### src/rtl/csrb_pkg.sv
package csrb_pkg;

    localparam int DATA_W = 32;
    localparam int STRB_W = DATA_W / 8;
    localparam int IDX_W  = 6;

    // register word indices (offset = index * 4)
    localparam int IDX_CTRL = 0;
    localparam int IDX_SIZE = 1;
    localparam int IDX_KICK = 2;
    localparam int IDX_STAT = 3;

    // field positions that are fixed by the map
    localparam int ALGO_LSB  = 8;
    localparam int ALGO_W    = 2;
    localparam int PAT_LSB   = 4;
    localparam int PAT_W     = 2;
    localparam int FLAG_BIT  = 0;
    localparam int GO_BIT    = 0;
    localparam int ABORT_BIT = 1;
    localparam int BUSY_BIT  = 0;
    localparam int CNT_LSB   = 8;

    localparam logic [1:0] RESP_OKAY   = 2'b00;
    localparam logic [1:0] RESP_SLVERR = 2'b10;

    typedef enum logic [1:0] {
        KIND_STORE,
        KIND_PULSE,
        KIND_STATUS,
        KIND_NONE
    } reg_kind_e;

    typedef struct packed {
        logic [IDX_W-1:0]  idx;
        logic [DATA_W-1:0] data;
        logic [STRB_W-1:0] strb;
    } wr_req_t;

    function automatic reg_kind_e kind_of(input logic [IDX_W-1:0] idx);
        case (idx)
            IDX_W'(IDX_CTRL), IDX_W'(IDX_SIZE): return KIND_STORE;
            IDX_W'(IDX_KICK):                   return KIND_PULSE;
            IDX_W'(IDX_STAT):                   return KIND_STATUS;
            default:                            return KIND_NONE;
        endcase
    endfunction

    function automatic logic [DATA_W-1:0] strb_mask(input logic [STRB_W-1:0] strb);
        logic [DATA_W-1:0] m;
        for (int b = 0; b < STRB_W; b++) begin
            m[b*8 +: 8] = {8{strb[b]}};
        end
        return m;
    endfunction

endpackage

### src/rtl/csrb_wr_chan.sv
module csrb_wr_chan
    import csrb_pkg::*;
#(
    parameter int ADDR_W = 5
) (
    input  logic                clk,
    input  logic                rst,
    input  logic [ADDR_W-1:0]   awaddr,
    input  logic                awvalid,
    output logic                awready,
    input  logic [DATA_W-1:0]   wdata,
    input  logic [STRB_W-1:0]   wstrb,
    input  logic                wvalid,
    output logic                wready,
    output logic [1:0]          bresp,
    output logic                bvalid,
    input  logic                bready,
    output logic                commit_hit,
    output wr_req_t             commit_req,
    output logic                b_fire
);
    logic              aw_have, w_have, commit, addr_ok;
    logic [ADDR_W-1:0] aw_q;
    logic [DATA_W-1:0] data_q;
    logic [STRB_W-1:0] strb_q;

    assign awready = !aw_have;
    assign wready  = !w_have;
    assign commit  = aw_have && w_have && !bvalid;
    assign b_fire  = bvalid && bready;

    assign commit_req.idx  = IDX_W'(aw_q[ADDR_W-1:2]);
    assign commit_req.data = data_q;
    assign commit_req.strb = strb_q;
    assign addr_ok    = (aw_q[1:0] == 2'b00) && (kind_of(commit_req.idx) != KIND_NONE);
    assign commit_hit = commit && addr_ok;

    always_ff @(posedge clk) begin
        if (rst) begin
            aw_have <= 1'b0;
            w_have  <= 1'b0;
            aw_q    <= '0;
            data_q  <= '0;
            strb_q  <= '0;
            bvalid  <= 1'b0;
            bresp   <= RESP_OKAY;
        end else begin
            if (awvalid && awready) begin
                aw_have <= 1'b1;
                aw_q    <= awaddr;
            end else if (commit) begin
                aw_have <= 1'b0;
            end
            if (wvalid && wready) begin
                w_have <= 1'b1;
                data_q <= wdata;
                strb_q <= wstrb;
            end else if (commit) begin
                w_have <= 1'b0;
            end
            if (commit) begin
                bvalid <= 1'b1;
                bresp  <= addr_ok ? RESP_OKAY : RESP_SLVERR;
            end else if (b_fire) begin
                bvalid <= 1'b0;
            end
        end
    end

    AST_B_HOLD: assert property (@(posedge clk) disable iff (rst)
        bvalid && !bready |=> bvalid && $stable(bresp));
    AST_ONE_RESP: assert property (@(posedge clk) disable iff (rst)
        b_fire |=> !bvalid);

endmodule

### src/rtl/csrb_rd_chan.sv
module csrb_rd_chan
    import csrb_pkg::*;
#(
    parameter int ADDR_W = 5
) (
    input  logic                clk,
    input  logic                rst,
    input  logic [ADDR_W-1:0]   araddr,
    input  logic                arvalid,
    output logic                arready,
    output logic [DATA_W-1:0]   rdata,
    output logic [1:0]          rresp,
    output logic                rvalid,
    input  logic                rready,
    output logic [IDX_W-1:0]    rd_idx,
    input  logic [DATA_W-1:0]   rd_word
);
    logic hit;

    assign arready = !rvalid;
    assign rd_idx  = IDX_W'(araddr[ADDR_W-1:2]);
    assign hit     = (araddr[1:0] == 2'b00) && (kind_of(rd_idx) != KIND_NONE);

    always_ff @(posedge clk) begin
        if (rst) begin
            rvalid <= 1'b0;
            rdata  <= '0;
            rresp  <= RESP_OKAY;
        end else if (arvalid && arready) begin
            rvalid <= 1'b1;
            rdata  <= hit ? rd_word : '0;
            rresp  <= hit ? RESP_OKAY : RESP_SLVERR;
        end else if (rvalid && rready) begin
            rvalid <= 1'b0;
        end
    end

    AST_R_HOLD: assert property (@(posedge clk) disable iff (rst)
        rvalid && !rready |=> rvalid && $stable(rdata) && $stable(rresp));

endmodule

### src/rtl/csrb_regs.sv
module csrb_regs
    import csrb_pkg::*;
#(
    parameter int DIM_W = 13,
    parameter int CNT_W = 16
) (
    input  logic               clk,
    input  logic               rst,
    input  logic               commit_hit,
    input  wr_req_t            commit_req,
    input  logic               b_fire,
    input  logic [IDX_W-1:0]   rd_idx,
    output logic [DATA_W-1:0]  rd_word,
    input  logic               st_busy,
    input  logic [CNT_W-1:0]   st_count,
    output logic [ALGO_W-1:0]  cfg_algo,
    output logic [PAT_W-1:0]   cfg_pattern,
    output logic               cfg_flag,
    output logic [DIM_W-1:0]   dim_width,
    output logic [DIM_W-1:0]   dim_height,
    output logic               cmd_go,
    output logic               cmd_abort
);
    localparam int NUM_STORE  = 2;
    localparam int HEIGHT_LSB = DIM_W;
    localparam logic [DATA_W-1:0] CTRL_MASK =
        (DATA_W'((1 << ALGO_W) - 1) << ALGO_LSB) |
        (DATA_W'((1 << PAT_W) - 1) << PAT_LSB) |
        (DATA_W'(1) << FLAG_BIT);
    localparam logic [DATA_W-1:0] SIZE_MASK = DATA_W'((64'd1 << (2 * DIM_W)) - 64'd1);
    localparam logic [DATA_W-1:0] KICK_MASK = (DATA_W'(1) << GO_BIT) | (DATA_W'(1) << ABORT_BIT);

    logic [DATA_W-1:0] store_q [NUM_STORE];
    logic [DATA_W-1:0] wmask, kick_hold, kick_out, stat_word;

    assign wmask = strb_mask(commit_req.strb);

    for (genvar i = 0; i < NUM_STORE; i++) begin : g_store
        localparam logic [DATA_W-1:0] MASK = (i == IDX_CTRL) ? CTRL_MASK : SIZE_MASK;
        always_ff @(posedge clk) begin
            if (rst) begin
                store_q[i] <= '0;
            end else if (commit_hit && commit_req.idx == IDX_W'(i)) begin
                store_q[i] <= (store_q[i] & ~wmask) | (commit_req.data & wmask & MASK);
            end
        end
    end

    always_ff @(posedge clk) begin
        if (rst) begin
            kick_hold <= '0;
            kick_out  <= '0;
        end else begin
            if (commit_hit && commit_req.idx == IDX_W'(IDX_KICK)) begin
                kick_hold <= commit_req.data & wmask & KICK_MASK;
            end else if (b_fire) begin
                kick_hold <= '0;
            end
            kick_out <= b_fire ? kick_hold : '0;
        end
    end

    assign stat_word = (DATA_W'(st_count) << CNT_LSB) | (DATA_W'(st_busy) << BUSY_BIT);

    always_comb begin
        case (rd_idx)
            IDX_W'(IDX_CTRL): rd_word = store_q[IDX_CTRL];
            IDX_W'(IDX_SIZE): rd_word = store_q[IDX_SIZE];
            IDX_W'(IDX_KICK): rd_word = kick_hold | kick_out;
            IDX_W'(IDX_STAT): rd_word = stat_word;
            default:          rd_word = '0;
        endcase
    end

    assign cfg_algo    = store_q[IDX_CTRL][ALGO_LSB +: ALGO_W];
    assign cfg_pattern = store_q[IDX_CTRL][PAT_LSB +: PAT_W];
    assign cfg_flag    = store_q[IDX_CTRL][FLAG_BIT];
    assign dim_width   = store_q[IDX_SIZE][0 +: DIM_W];
    assign dim_height  = store_q[IDX_SIZE][HEIGHT_LSB +: DIM_W];
    assign cmd_go      = kick_out[GO_BIT];
    assign cmd_abort   = kick_out[ABORT_BIT];

    AST_PULSE_SINGLE: assert property (@(posedge clk) disable iff (rst)
        (cmd_go || cmd_abort) |=> !cmd_go && !cmd_abort);
    AST_PULSE_AFTER_B: assert property (@(posedge clk) disable iff (rst)
        (cmd_go || cmd_abort) |-> $past(b_fire));
    AST_CTRL_HOLD: assert property (@(posedge clk) disable iff (rst)
        !commit_hit |=> $stable({cfg_algo, cfg_pattern, cfg_flag}));
    AST_SIZE_HOLD: assert property (@(posedge clk) disable iff (rst)
        !commit_hit |=> $stable({dim_width, dim_height}));

endmodule

### src/rtl/csr_bank.sv
module csr_bank
    import csrb_pkg::*;
#(
    parameter int ADDR_W = 5,
    parameter int DIM_W  = 13,
    parameter int CNT_W  = 16
) (
    input  logic                clk,
    input  logic                rst,
    input  logic [ADDR_W-1:0]   s_awaddr,
    input  logic                s_awvalid,
    output logic                s_awready,
    input  logic [31:0]         s_wdata,
    input  logic [3:0]          s_wstrb,
    input  logic                s_wvalid,
    output logic                s_wready,
    output logic [1:0]          s_bresp,
    output logic                s_bvalid,
    input  logic                s_bready,
    input  logic [ADDR_W-1:0]   s_araddr,
    input  logic                s_arvalid,
    output logic                s_arready,
    output logic [31:0]         s_rdata,
    output logic [1:0]          s_rresp,
    output logic                s_rvalid,
    input  logic                s_rready,
    output logic [1:0]          cfg_algo,
    output logic [1:0]          cfg_pattern,
    output logic                cfg_flag,
    output logic [DIM_W-1:0]    dim_width,
    output logic [DIM_W-1:0]    dim_height,
    output logic                cmd_go,
    output logic                cmd_abort,
    input  logic                st_busy,
    input  logic [CNT_W-1:0]    st_count
);
    logic              commit_hit, b_fire;
    wr_req_t           commit_req;
    logic [IDX_W-1:0]  rd_idx;
    logic [DATA_W-1:0] rd_word;

    initial begin
        if (ADDR_W - 2 > IDX_W || 2 * DIM_W > DATA_W || CNT_W + CNT_LSB > DATA_W)
            $error("csr_bank: parameter out of range");
    end

    csrb_wr_chan #(.ADDR_W(ADDR_W)) u_wr (
        .clk(clk), .rst(rst),
        .awaddr(s_awaddr), .awvalid(s_awvalid), .awready(s_awready),
        .wdata(s_wdata), .wstrb(s_wstrb), .wvalid(s_wvalid), .wready(s_wready),
        .bresp(s_bresp), .bvalid(s_bvalid), .bready(s_bready),
        .commit_hit(commit_hit), .commit_req(commit_req), .b_fire(b_fire)
    );

    csrb_rd_chan #(.ADDR_W(ADDR_W)) u_rd (
        .clk(clk), .rst(rst),
        .araddr(s_araddr), .arvalid(s_arvalid), .arready(s_arready),
        .rdata(s_rdata), .rresp(s_rresp), .rvalid(s_rvalid), .rready(s_rready),
        .rd_idx(rd_idx), .rd_word(rd_word)
    );

    csrb_regs #(.DIM_W(DIM_W), .CNT_W(CNT_W)) u_regs (
        .clk(clk), .rst(rst),
        .commit_hit(commit_hit), .commit_req(commit_req), .b_fire(b_fire),
        .rd_idx(rd_idx), .rd_word(rd_word),
        .st_busy(st_busy), .st_count(st_count),
        .cfg_algo(cfg_algo), .cfg_pattern(cfg_pattern), .cfg_flag(cfg_flag),
        .dim_width(dim_width), .dim_height(dim_height),
        .cmd_go(cmd_go), .cmd_abort(cmd_abort)
    );

    AST_RESP_CODE: assert property (@(posedge clk) disable iff (rst)
        s_bvalid |-> (s_bresp == RESP_OKAY || s_bresp == RESP_SLVERR));

endmodule

### config.mk
export PLATFORM = sky130hd
export DESIGN_NAME = csr_bank
export DESIGN_NICKNAME = d
export VERILOG_FILES = /design/src/rtl/csrb_pkg.sv /design/src/rtl/csrb_wr_chan.sv /design/src/rtl/csrb_rd_chan.sv /design/src/rtl/csrb_regs.sv /design/src/rtl/csr_bank.sv
export SDC_FILE = /design/constraint.sdc
export NUM_CORES = 1
export LEC_CHECK = 0
export ABC_AREA = 1
export CAP_MARGIN = 20
export CORE_MARGIN = 2
export CORE_UTILIZATION = 50
export CTS_CLUSTER_DIAMETER = 40
export DETAILED_ROUTE_END_ITERATION = 12
export PLACE_DENSITY = 0.9
export SLEW_MARGIN = 20
export SYNTH_ARGS = -nofsm -noshare
export SYNTH_HDL_FRONTEND = slang
export SYNTH_SLANG_ARGS = --single-unit
### constraint.sdc
create_clock -name clk -period 2.43 [get_ports clk]
set_clock_uncertainty 0.15 [all_clocks]
set_input_delay 0.3645 -clock clk [delete_from_list [all_inputs] [get_ports clk]]
set_output_delay 0.3645 -clock clk [all_outputs]
set_load 0.005 [all_outputs]
==> results.yml, run 1 <==
logic_synthesis:
  synth_top_area_share_pct: 30.6
  postSynthCellCount: 746
  ys_seq_elements: 141
  synth_cell_types: 29
  ys_warn_count: 0
  synth.largest_area_cell: "edfxtp_1"
  synth_top_cells_by_area: "edfxtp_1, dfxtp_1, nand2_1"
  ys_seq_area_share_pct: 55.1
  syn_avg_cell_area_sq_um: 8.43
  syn_area_sq_mm: 0.00629
sta:
  rsz0062_at_grt: "no"
  period_share_pct: 79.6
  finalWorstSetupSlack_ns: 0.495
  setup_violations: 0
  slew_viol_final: 0
  fin_crit_ns: 1.94
  tns_ns: 0
  hold_viol: 0
  fmax_mhz: 517
die:
  die_w_microns: 116
  fp-row-count: 40
  coreArea_sq_mm: 0.0122
  fp.dieArea_sq_mm: 0.0135
  die_h_microns: 116
  io_pins: 144
  floorplan.initialDensity_pct: 51.7
layout:
  syn_to_final_growth_pct: 30.1
  n_antenna_cell: 0
  nFillCells: 918
  instances_no_fill: 1027
  nets: 916
  drive_gt1_share_pct: 9.66
setup_path:
  cpPeakStageDelay_ns: 0.58
  cp.required_ns: 1.92
  worst-path-buf-inv: 1
  worstSetupStartpointType: "flip-flop"
  cp_slowest_cell: "clkdlybuf4s50_1"
  cpLargestDelayFamily: "buffers and inverters"
  path_depth: 1
  end_kind: "primary output"
  reg2regPathDepth: 6
  timing_worst_setup_path_type: "flip-flop to primary output"
  critPathMaxFanout: 3
  worstPathArrival_ns: 1.42
  crit_chain: "clkdlybuf4s50_1"
global_routing:
  grt_busiest_layer: "met2"
  grt_max_degree: 37
  grtUsageMet3_pct: 5.71
  overflow: 0
  grt_first_pass_wirelength_microns: 25700
  track_usage_pct: 24.7
  use_met2_pct: 39.8
  use_met1_pct: 32.1
  antenna_found_initial: 0
  grt_pass1_vias: 5223
power:
  pwr-share-comb_pct: 8.7
  clkPwrFrac_pct: 45.4
  leakagePower_nw: 3.16
  ir_worst_vdd_uv: 424
  netSwitchingFraction_pct: 23.4
  intPower_mw: 4.43
  powerDensity_mw_per_mm2: 707
  power_mw: 5.79
  pwr-share-seq_pct: 45.9
  switching_power_mw: 1.36
clock_network:
  clk-insertion-delay-late_ns: 0.42
  cts_buffers: 17
  clk_pin_slew_ns: 0.06
  post_cts.repair.setup_buffers: 0
  cts_resized: 0
  cts_buffer_depth: 2
  ctsHoldBuffers: 0
  htree_num_levels: 4
  cts_sinks: 141
  cts_tree: "yes"
  root_buffer: "clkbuf_16"
placement:
  gp_congestion: 0.856
  place_ws_ns: 0.270
  dp.cells: 995
  dp_hpwl_microns: 11000
  port_buffers: 135
routing:
  ant_nets: 0
  drc_errors: 0
  viasPerCell: 5.26
  drt_iter0_drc: 601
  wirelength_microns: 16300
  num_vias: 5403
  firstDrtPassIters: 6
  routedWlPerCell_microns: 15.8
status:
  status: "complete, no violations"
worst_hold_path:
  whs_path_depth: 2
  min_path_type: "flip-flop to flip-flop"
run:
  maxCapViolations: 0
sequential cells by signal (all words and copies together) (netlist names):
name / flops
u_rd.rresp: 1
u_regs.kick_hold: 2
u_rd.rdata: 32
u_regs.store_q: 64
u_wr.strb_q: 4
u_wr.bvalid: 1
u_wr.aw_have: 1
u_wr.data_q: 26
u_rd.rvalid: 1
u_regs.kick_out: 2
u_wr.aw_q: 5
u_wr.w_have: 1
u_wr.bresp: 1
area by class of cell:
cell class	count	area [sq um]	area share, %
flip-flops and latches	141	3460	42.3
multi-input cells	469	2150	26.3
repair buffers	153	1500	18.3
clock buffers	21	514	6.28
inverters	64	240	2.94
well taps	168	210	2.57
clock inverters	11	103	1.25
through the flow:
stage          cell area, sq um  utilization [%]  hold slack, ns
3_5_place_dp               7570             62.2           0.302
5_1_grt                    8180             67.3           0.332
2_1_floorplan              6290                -           0.279
3_3_place_gp               7570             62.2           0.294
4_1_cts                    8180             67.3           0.312
6_report                   8180             67.3           0.306
final timing paths:
check | from | endpoint | slack [ns]
worst max-delay path | u_regs.store_q[1][12]$_SDFFCE_PN0P_ | dim_width[12] | 0.49
worst min-delay path | u_wr.aw_q[1]$_SDFFE_PP0P_ | u_wr.aw_q[1]$_SDFFE_PP0P_ | 0.31
worst max register to register | u_wr.bvalid$_SDFFE_PP0P_ | u_regs.store_q[0][11]$_SDFFCE_PN0P_ | 0.57
worst min register to register | u_wr.aw_q[1]$_SDFFE_PP0P_ | u_wr.aw_q[1]$_SDFFE_PP0P_ | 0.31
routing by layer:
metal	up-vias	wire length, microns
met2	258	7700
met3	44	1110
met4	0	587
met5	-	0
met1	2498	6860
li1	2603	-
cell usage after synthesis:
cell type,count
nand2_1,150
nor2_1,111
dfxtp_1,77
edfxtp_1,64
a21oi_1,62
inv_1,61
o21ai_0,52
nand3_1,35
buf_4,34
clkbuf_1,19
nand4_1,19
a21oi_2,15
buf_2,13
nor2_2,5
buf_1,3
nand2_2,3
nand3_2,3
o21ai_1,3
buf_6,2
clkbuf_2,2
inv_2,2
nor2_4,2
nor3_1,2
or2_2,2
clkinv_1,1
conb_1,1
nor3_4,1
nor3b_1,1
o21bai_1,1
placed cells by master, fill, tap and decap left out, types with 3 or more instances in the layout:
cell type / Yosys / routed
nor2_1: 111 / 111
clkinv_2: 0 / 4
a21oi_1: 62 / 62
nand2_1: 150 / 150
nand3_2: 3 / 3
nand3_1: 35 / 35
nand4_1: 19 / 19
clkbuf_16: 0 / 20
a21oi_2: 15 / 15
o21ai_1: 3 / 3
buf_4: 34 / 17
clkdlybuf4s50_1: 0 / 135
inv_1: 61 / 61
edfxtp_1: 64 / 64
o21ai_0: 52 / 52
clkinv_4: 0 / 5
nor2_2: 5 / 5
nand2_2: 3 / 3
dfxtp_1: 77 / 77
kinds of logic (layout without fill, tap and decap cells):
kind of cell	count (synthesis)	count (layout)	synth area share (%)
other cells	1	2	0.0596
flops	141	141	55.1
simple gates	334	334	22.6
compound gates	133	133	11.5
buf+inv	137	249	10.7
power groups by stage:
stage	clock [mW]	combinational, mW	sequential (mW)
after global placement	0	0.485	2.70
after global routing	2.75	0.553	2.67
after detailed placement	0	0.495	2.70
after CTS	2.63	0.503	2.65
after floorplan	0	0.291	2.67
final	2.63	0.505	2.66
(Power assumes the default switching activity.)
==> run 2, diff against run 1 <==
==> constraint.sdc (replaced) <==
create_clock -name clk -period 1.95 [get_ports clk]
set_clock_uncertainty 0.15 [all_clocks]
set_input_delay 0.2925 -clock clk [delete_from_list [all_inputs] [get_ports clk]]
set_output_delay 0.2925 -clock clk [all_outputs]
set_load 0.005 [all_outputs]
==> run 2 against run 1 <==
Compared with the run above:
- cell area is 1.0% higher
- clock-buffer cell count decreased by 2
- worst hold slack got worse by 0.0015 ns
- clock power up 17%
- critical path depth is the same
- highest routed layer unchanged
- via count grew 0.61%
- sequential share of layout area decreased by 0.44 points
- cell count up 0.78%
- register-to-register slack worse by 0.32 ns
- sequential power rose by 24%
- combinational power is 30% higher
==> results.yml, run 2 (synthesized netlist as in run 1, its figures left out) <==
status:
  status: "complete, no violations"
setup_path:
  cp.required_ns: 1.51
  crit_chain: "clkdlybuf4s50_1"
  cpLargestDelayFamily: "buffers and inverters"
  cp_slowest_cell: "clkdlybuf4s50_1"
  timing_worst_setup_path_type: "flip-flop to primary output"
  worst-path-buf-inv: 1
  end_kind: "primary output"
  cpPeakStageDelay_ns: 0.58
  worstSetupStartpointType: "flip-flop"
  critPathMaxFanout: 3
  worstPathArrival_ns: 1.42
layout:
  regMostFlops: "u_regs.store_q"
  syn_to_final_growth_pct: 31.5
  largest_reg_flops: 64
  reg_top3: "u_regs.store_q (64), u_rd.rdata (32), u_wr.data_q (26)"
  instances_no_fill: 1035
  layout_commonest_cell: "nand2_1"
  nets: 924
  drive_gt1_share_pct: 10.5
  final_cell_mix: "nand2_1, clkdlybuf4s50_1, nor2_1, dfxtp_1, edfxtp_1"
  n_antenna_cell: 0
clock_network:
  cts_tree: "yes"
  cts_resized: 0
  clk-insertion-delay-late_ns: 0.41
  ctsHoldBuffers: 0
  cts_sinks: 141
  cts_buffers: 17
  cts_buffer_depth: 2
  clk_pin_slew_ns: 0.06
  post_cts.repair.setup_buffers: 0
  htree_num_levels: 4
  root_buffer: "clkbuf_16"
power:
  leakagePower_nw: 3.20
  power_mw: 7.04
  pwr-share-comb_pct: 9.3
  switching_power_mw: 1.72
  powerDensity_mw_per_mm2: 851
  pwr-share-seq_pct: 47.0
  netSwitchingFraction_pct: 24.4
  clkPwrFrac_pct: 43.7
  intPower_mw: 5.32
  ir_worst_vdd_uv: 588
routing:
  drt_iter0_drc: 464
  viasPerCell: 5.25
  firstDrtPassIters: 6
  num_vias: 5436
  routedWlPerCell_microns: 15.3
  ant_nets: 0
  drc_errors: 0
  wirelength_microns: 15800
sta:
  fin_crit_ns: 1.86
  fmax_mhz: 536
  slew_viol_final: 0
  period_share_pct: 95.6
  setup_violations: 0
  hold_viol: 0
  rsz0062_at_grt: "no"
die:
  die_w_microns: 116
  coreArea_sq_mm: 0.0122
  fp-row-count: 40
  floorplan.initialDensity_pct: 51.7
  fp.dieArea_sq_mm: 0.0135
  die_h_microns: 116
  io_pins: 144
placement:
  gp_congestion: 0.849
  dp.cells: 1003
  port_buffers: 135
  dp_hpwl_microns: 11100
run:
  maxCapViolations: 0
global_routing:
  grt_first_pass_wirelength_microns: 25400
  track_usage_pct: 24.4
  overflow: 0
  antenna_found_initial: 0
  grt_max_degree: 40
  grt_pass1_vias: 5148
worst_hold_path:
  min_path_type: "primary input to flip-flop"
## run 2: changes by cell type in the layout (fill, tap and decap cells not counted), sizes merged
| cell | delta |
|---|---|
| bufinv | -1 |
| clkinvlp | +1 |
| buf | +8 |
| inv | +3 |
| clkinv | -1 |
| clkbuf | -2 |
## run 2: power by group through the flow
stage | clock [mW] | sequential, mW | combinational, mW
after floorplan | 0 | 3.33 | 0.363
after global placement | 0 | 3.36 | 0.631
after detailed placement | 0 | 3.36 | 0.644
after CTS | 3.09 | 3.30 | 0.655
after global routing | 3.26 | 3.32 | 0.720
final | 3.08 | 3.31 | 0.655
## run 2: worst min-delay path, delay by kind of cell
| kind | cells | cell delay, ns |
|---|---|---|
| buffers and inverters | 2 | 0.46 |
| AO/OA/AOI/OAI | 1 | 0.06 |
## run 2: layout make-up
type                       count  area [sq um]
timing repair buffer         161          1620
clock inverter                13           104
inverter                      64           240
clock buffer                  19           475
multi-input combinational    469          2150
tap                          168           210
fill                         879          3890
sequential                   141          3460
## run 2: per-layer routing
layer	routed length, microns	GRT usage [%]	up-vias
met4	515	10.6	0
met2	7470	39.2	262
met3	1300	4.72	37
li1	-	-	2631
met1	6550	32.3	2506
met5	0	0	-
## run 2: worst paths after layout
kind	depth (start not counted)	slack, ns	start	to
max reg2reg	7	0.25	u_wr.bvalid$_SDFFE_PP0P_	u_regs.store_q[0][1]$_SDFFCE_PN0P_
max	1	0.09	u_regs.store_q[1][11]$_SDFFCE_PN0P_	dim_width[11]
min reg2reg	2	0.31	u_rd.rdata[13]$_SDFFE_PP0P_	u_rd.rdata[13]$_SDFFE_PP0P_
min	3	0.30	s_wvalid	u_wr.w_have$_SDFFE_PP0P_
## run 2: metrics by stage
step | worst slack (ns) | hold slack (ns) | utilization [%] | setup TNS [ns] | instance area [sq um]
floorplan | -0.115 | 0.277 | - | -7.33 | 6290
global placement | 0.0798 | 0.293 | 63.2 | 0 | 7690
detailed placement | 0.0123 | 0.305 | 63.2 | 0 | 7690
CTS | 0.0996 | 0.301 | 68.0 | 0 | 8270
global route | 0.0688 | 0.312 | 68.0 | 0 | 8270
finish | 0.0852 | 0.305 | 68.0 | 0 | 8270
==> run 3, diff against run 2 <==
--- a/config.mk
+++ b/config.mk
@@ -8,10 +8,11 @@
 export ABC_AREA = 1
 export CAP_MARGIN = 20
 export CORE_MARGIN = 2
-export CORE_UTILIZATION = 50
+export CORE_UTILIZATION = 30
 export CTS_CLUSTER_DIAMETER = 40
 export DETAILED_ROUTE_END_ITERATION = 12
-export PLACE_DENSITY = 0.9
+export PLACE_DENSITY = 0.62
+export SETUP_SLACK_MARGIN = 0.05
 export SLEW_MARGIN = 20
 export SYNTH_ARGS = -nofsm -noshare
 export SYNTH_HDL_FRONTEND = slang
==> run 3 against run 2 <==
Compared with the run above:
- first-iteration DRC count down 10%
- global-route usage down 8.9 points
- maximum frequency up 0.17%
- wire length up 5.1%
- clock power about the same
- critical path depth unchanged
- largest power group unchanged
- highest routed layer unchanged
- via count down 5.8%
- core utilization down 27 points
- flip-flop and latch count unchanged
==> results.yml, run 3 (synthesized netlist as in run 1, its figures left out) <==
sta:
  hold_viol: 0
  rsz0062_at_grt: "no"
  fmax_mhz: 537
  period_share_pct: 95.5
  tns_ns: 0
  fin_crit_ns: 1.86
  setup_violations: 0
  slew_viol_final: 0
  finalWorstSetupSlack_ns: 0.0883
layout:
  nets: 918
  largest_reg_flops: 64
  seqCellArea_sq_mm: 0.00346
  final_cell_mix: "nand2_1, clkdlybuf4s50_1, nor2_1, dfxtp_1, edfxtp_1"
  fin_area_sq_mm: 0.00833
  drive_gt1_share_pct: 9.18
  syn_to_final_growth_pct: 32.5
  n_antenna_cell: 0
  layout_commonest_cell: "nand2_1"
  regMostFlops: "u_regs.store_q"
  nFillCells: 2109
  instances_no_fill: 1131
  multi_input_area_sq_mm: 0.00215
  reg_top3: "u_regs.store_q (64), u_rd.rdata (32), u_wr.data_q (26)"
die:
  die_h_microns: 149
  fp.dieArea_sq_mm: 0.0221
  coreArea_sq_mm: 0.0204
  floorplan.initialDensity_pct: 30.8
  io_pins: 144
  fp-row-count: 52
  die_w_microns: 149
clock_network:
  clk-insertion-delay-late_ns: 0.42
  cts_buffer_depth: 2
  cts_resized: 0
  post_cts.repair.setup_buffers: 0
  root_buffer: "clkbuf_16"
  cts_sinks: 141
  htree_num_levels: 4
  clk_pin_slew_ns: 0.06
  cts_buffers: 17
  cts_tree: "yes"
  ctsHoldBuffers: 0
routing:
  drc_errors: 0
  wirelength_microns: 16700
  viasPerCell: 4.53
  firstDrtPassIters: 5
  wl_met1_microns: 7930
  routedWlPerCell_microns: 14.7
  drt_iter0_drc: 417
  dr_wl_met2_microns: 7430
  top_layer_used: "met4"
  ant_nets: 0
  met3_length_microns: 966
  num_vias: 5118
setup_path:
  worst-path-buf-inv: 1
  cpLargestDelayFamily: "buffers and inverters"
  crit_chain: "clkdlybuf4s50_1"
  critPathMaxFanout: 3
  cp.required_ns: 1.51
  worstSetupStartpointType: "flip-flop"
  worstPathArrival_ns: 1.42
  end_kind: "primary output"
  cpPeakStageDelay_ns: 0.54
  timing_worst_setup_path_type: "flip-flop to primary output"
  cp_slowest_cell: "clkdlybuf4s50_1"
global_routing:
  antenna_found_initial: 0
  overflow: 0
  grt_pass1_vias: 4951
  track_usage_pct: 15.4
  grt_first_pass_wirelength_microns: 26400
  grt_max_degree: 40
worst_hold_path:
  min_path_type: "primary input to flip-flop"
power:
  ir_worst_vdd_uv: 404
  powerDensity_mw_per_mm2: 846
  leakagePower_nw: 3.16
  power_mw: 7.05
status:
  status: "complete, no violations"
placement:
  place_ws_ns: 0.0475
  gp_congestion: 0.785
  dp_hpwl_microns: 12200
  port_buffers: 135
  dpl_cell_area_sq_mm: 0.00777
  dp.cells: 1099
run:
  maxCapViolations: 0
[run 3: worst register-to-register path, cell delays in order, from the launching register on]
cell and delay (ns):
dfxtp_1 0.34, inv_1 0.08, nand3_2 0.10, nor2_4 0.20, nand3_2 0.14, nand2_1 0.13, buf_12 0.21
[run 3: final cells by class]
cell class | count | area share (%)
Timing Repair Buffer | 155 | 18.9
Tap cell | 270 | 4.05
Sequential cell | 141 | 41.6
Clock buffer | 23 | 5.62
Inverter | 64 | 2.91
Multi-Input combinational cell | 469 | 25.9
Clock inverter | 9 | 1.13
[run 3: final timing paths]
kind	depth (start not counted)	to	from	slack, ns
worst max register to register	6	u_regs.store_q[0][11]$_SDFFCE_PN0P_	u_wr.bvalid$_SDFFE_PP0P_	0.25
worst min register to register	2	u_wr.aw_q[1]$_SDFFE_PP0P_	u_wr.aw_q[1]$_SDFFE_PP0P_	0.31
worst max-delay path	1	dim_width[3]	u_regs.store_q[1][3]$_SDFFCE_PN0P_	0.09
worst min-delay path	4	u_regs.store_q[0][0]$_SDFFCE_PN0P_	rst	0.25
[run 3: stage by stage]
stage,utilization (%),hold WS [ns]
after CTS,40.8,0.255
after detailed placement,38.0,0.305
final,40.8,0.252
after floorplan,-,0.277
after global routing,40.8,0.274
after global placement,38.0,0.293
[run 3: report_power, final]
part | internal (mW) | switching, mW | leakage [nW]
Sequential | 3.22 | 0.0853 | 1.29
Combinational | 0.301 | 0.351 | 1.59
Clock | 1.93 | 1.16 | 0.273
Total | 5.45 | 1.60 | 3.16
[run 3: layer usage]
layer	vias to the layer above	GRT usage (%)
li1	2604	-
met4	0	5.52
met1	2346	21.1
met5	-	0
met3	21	3.61
met2	147	24.1
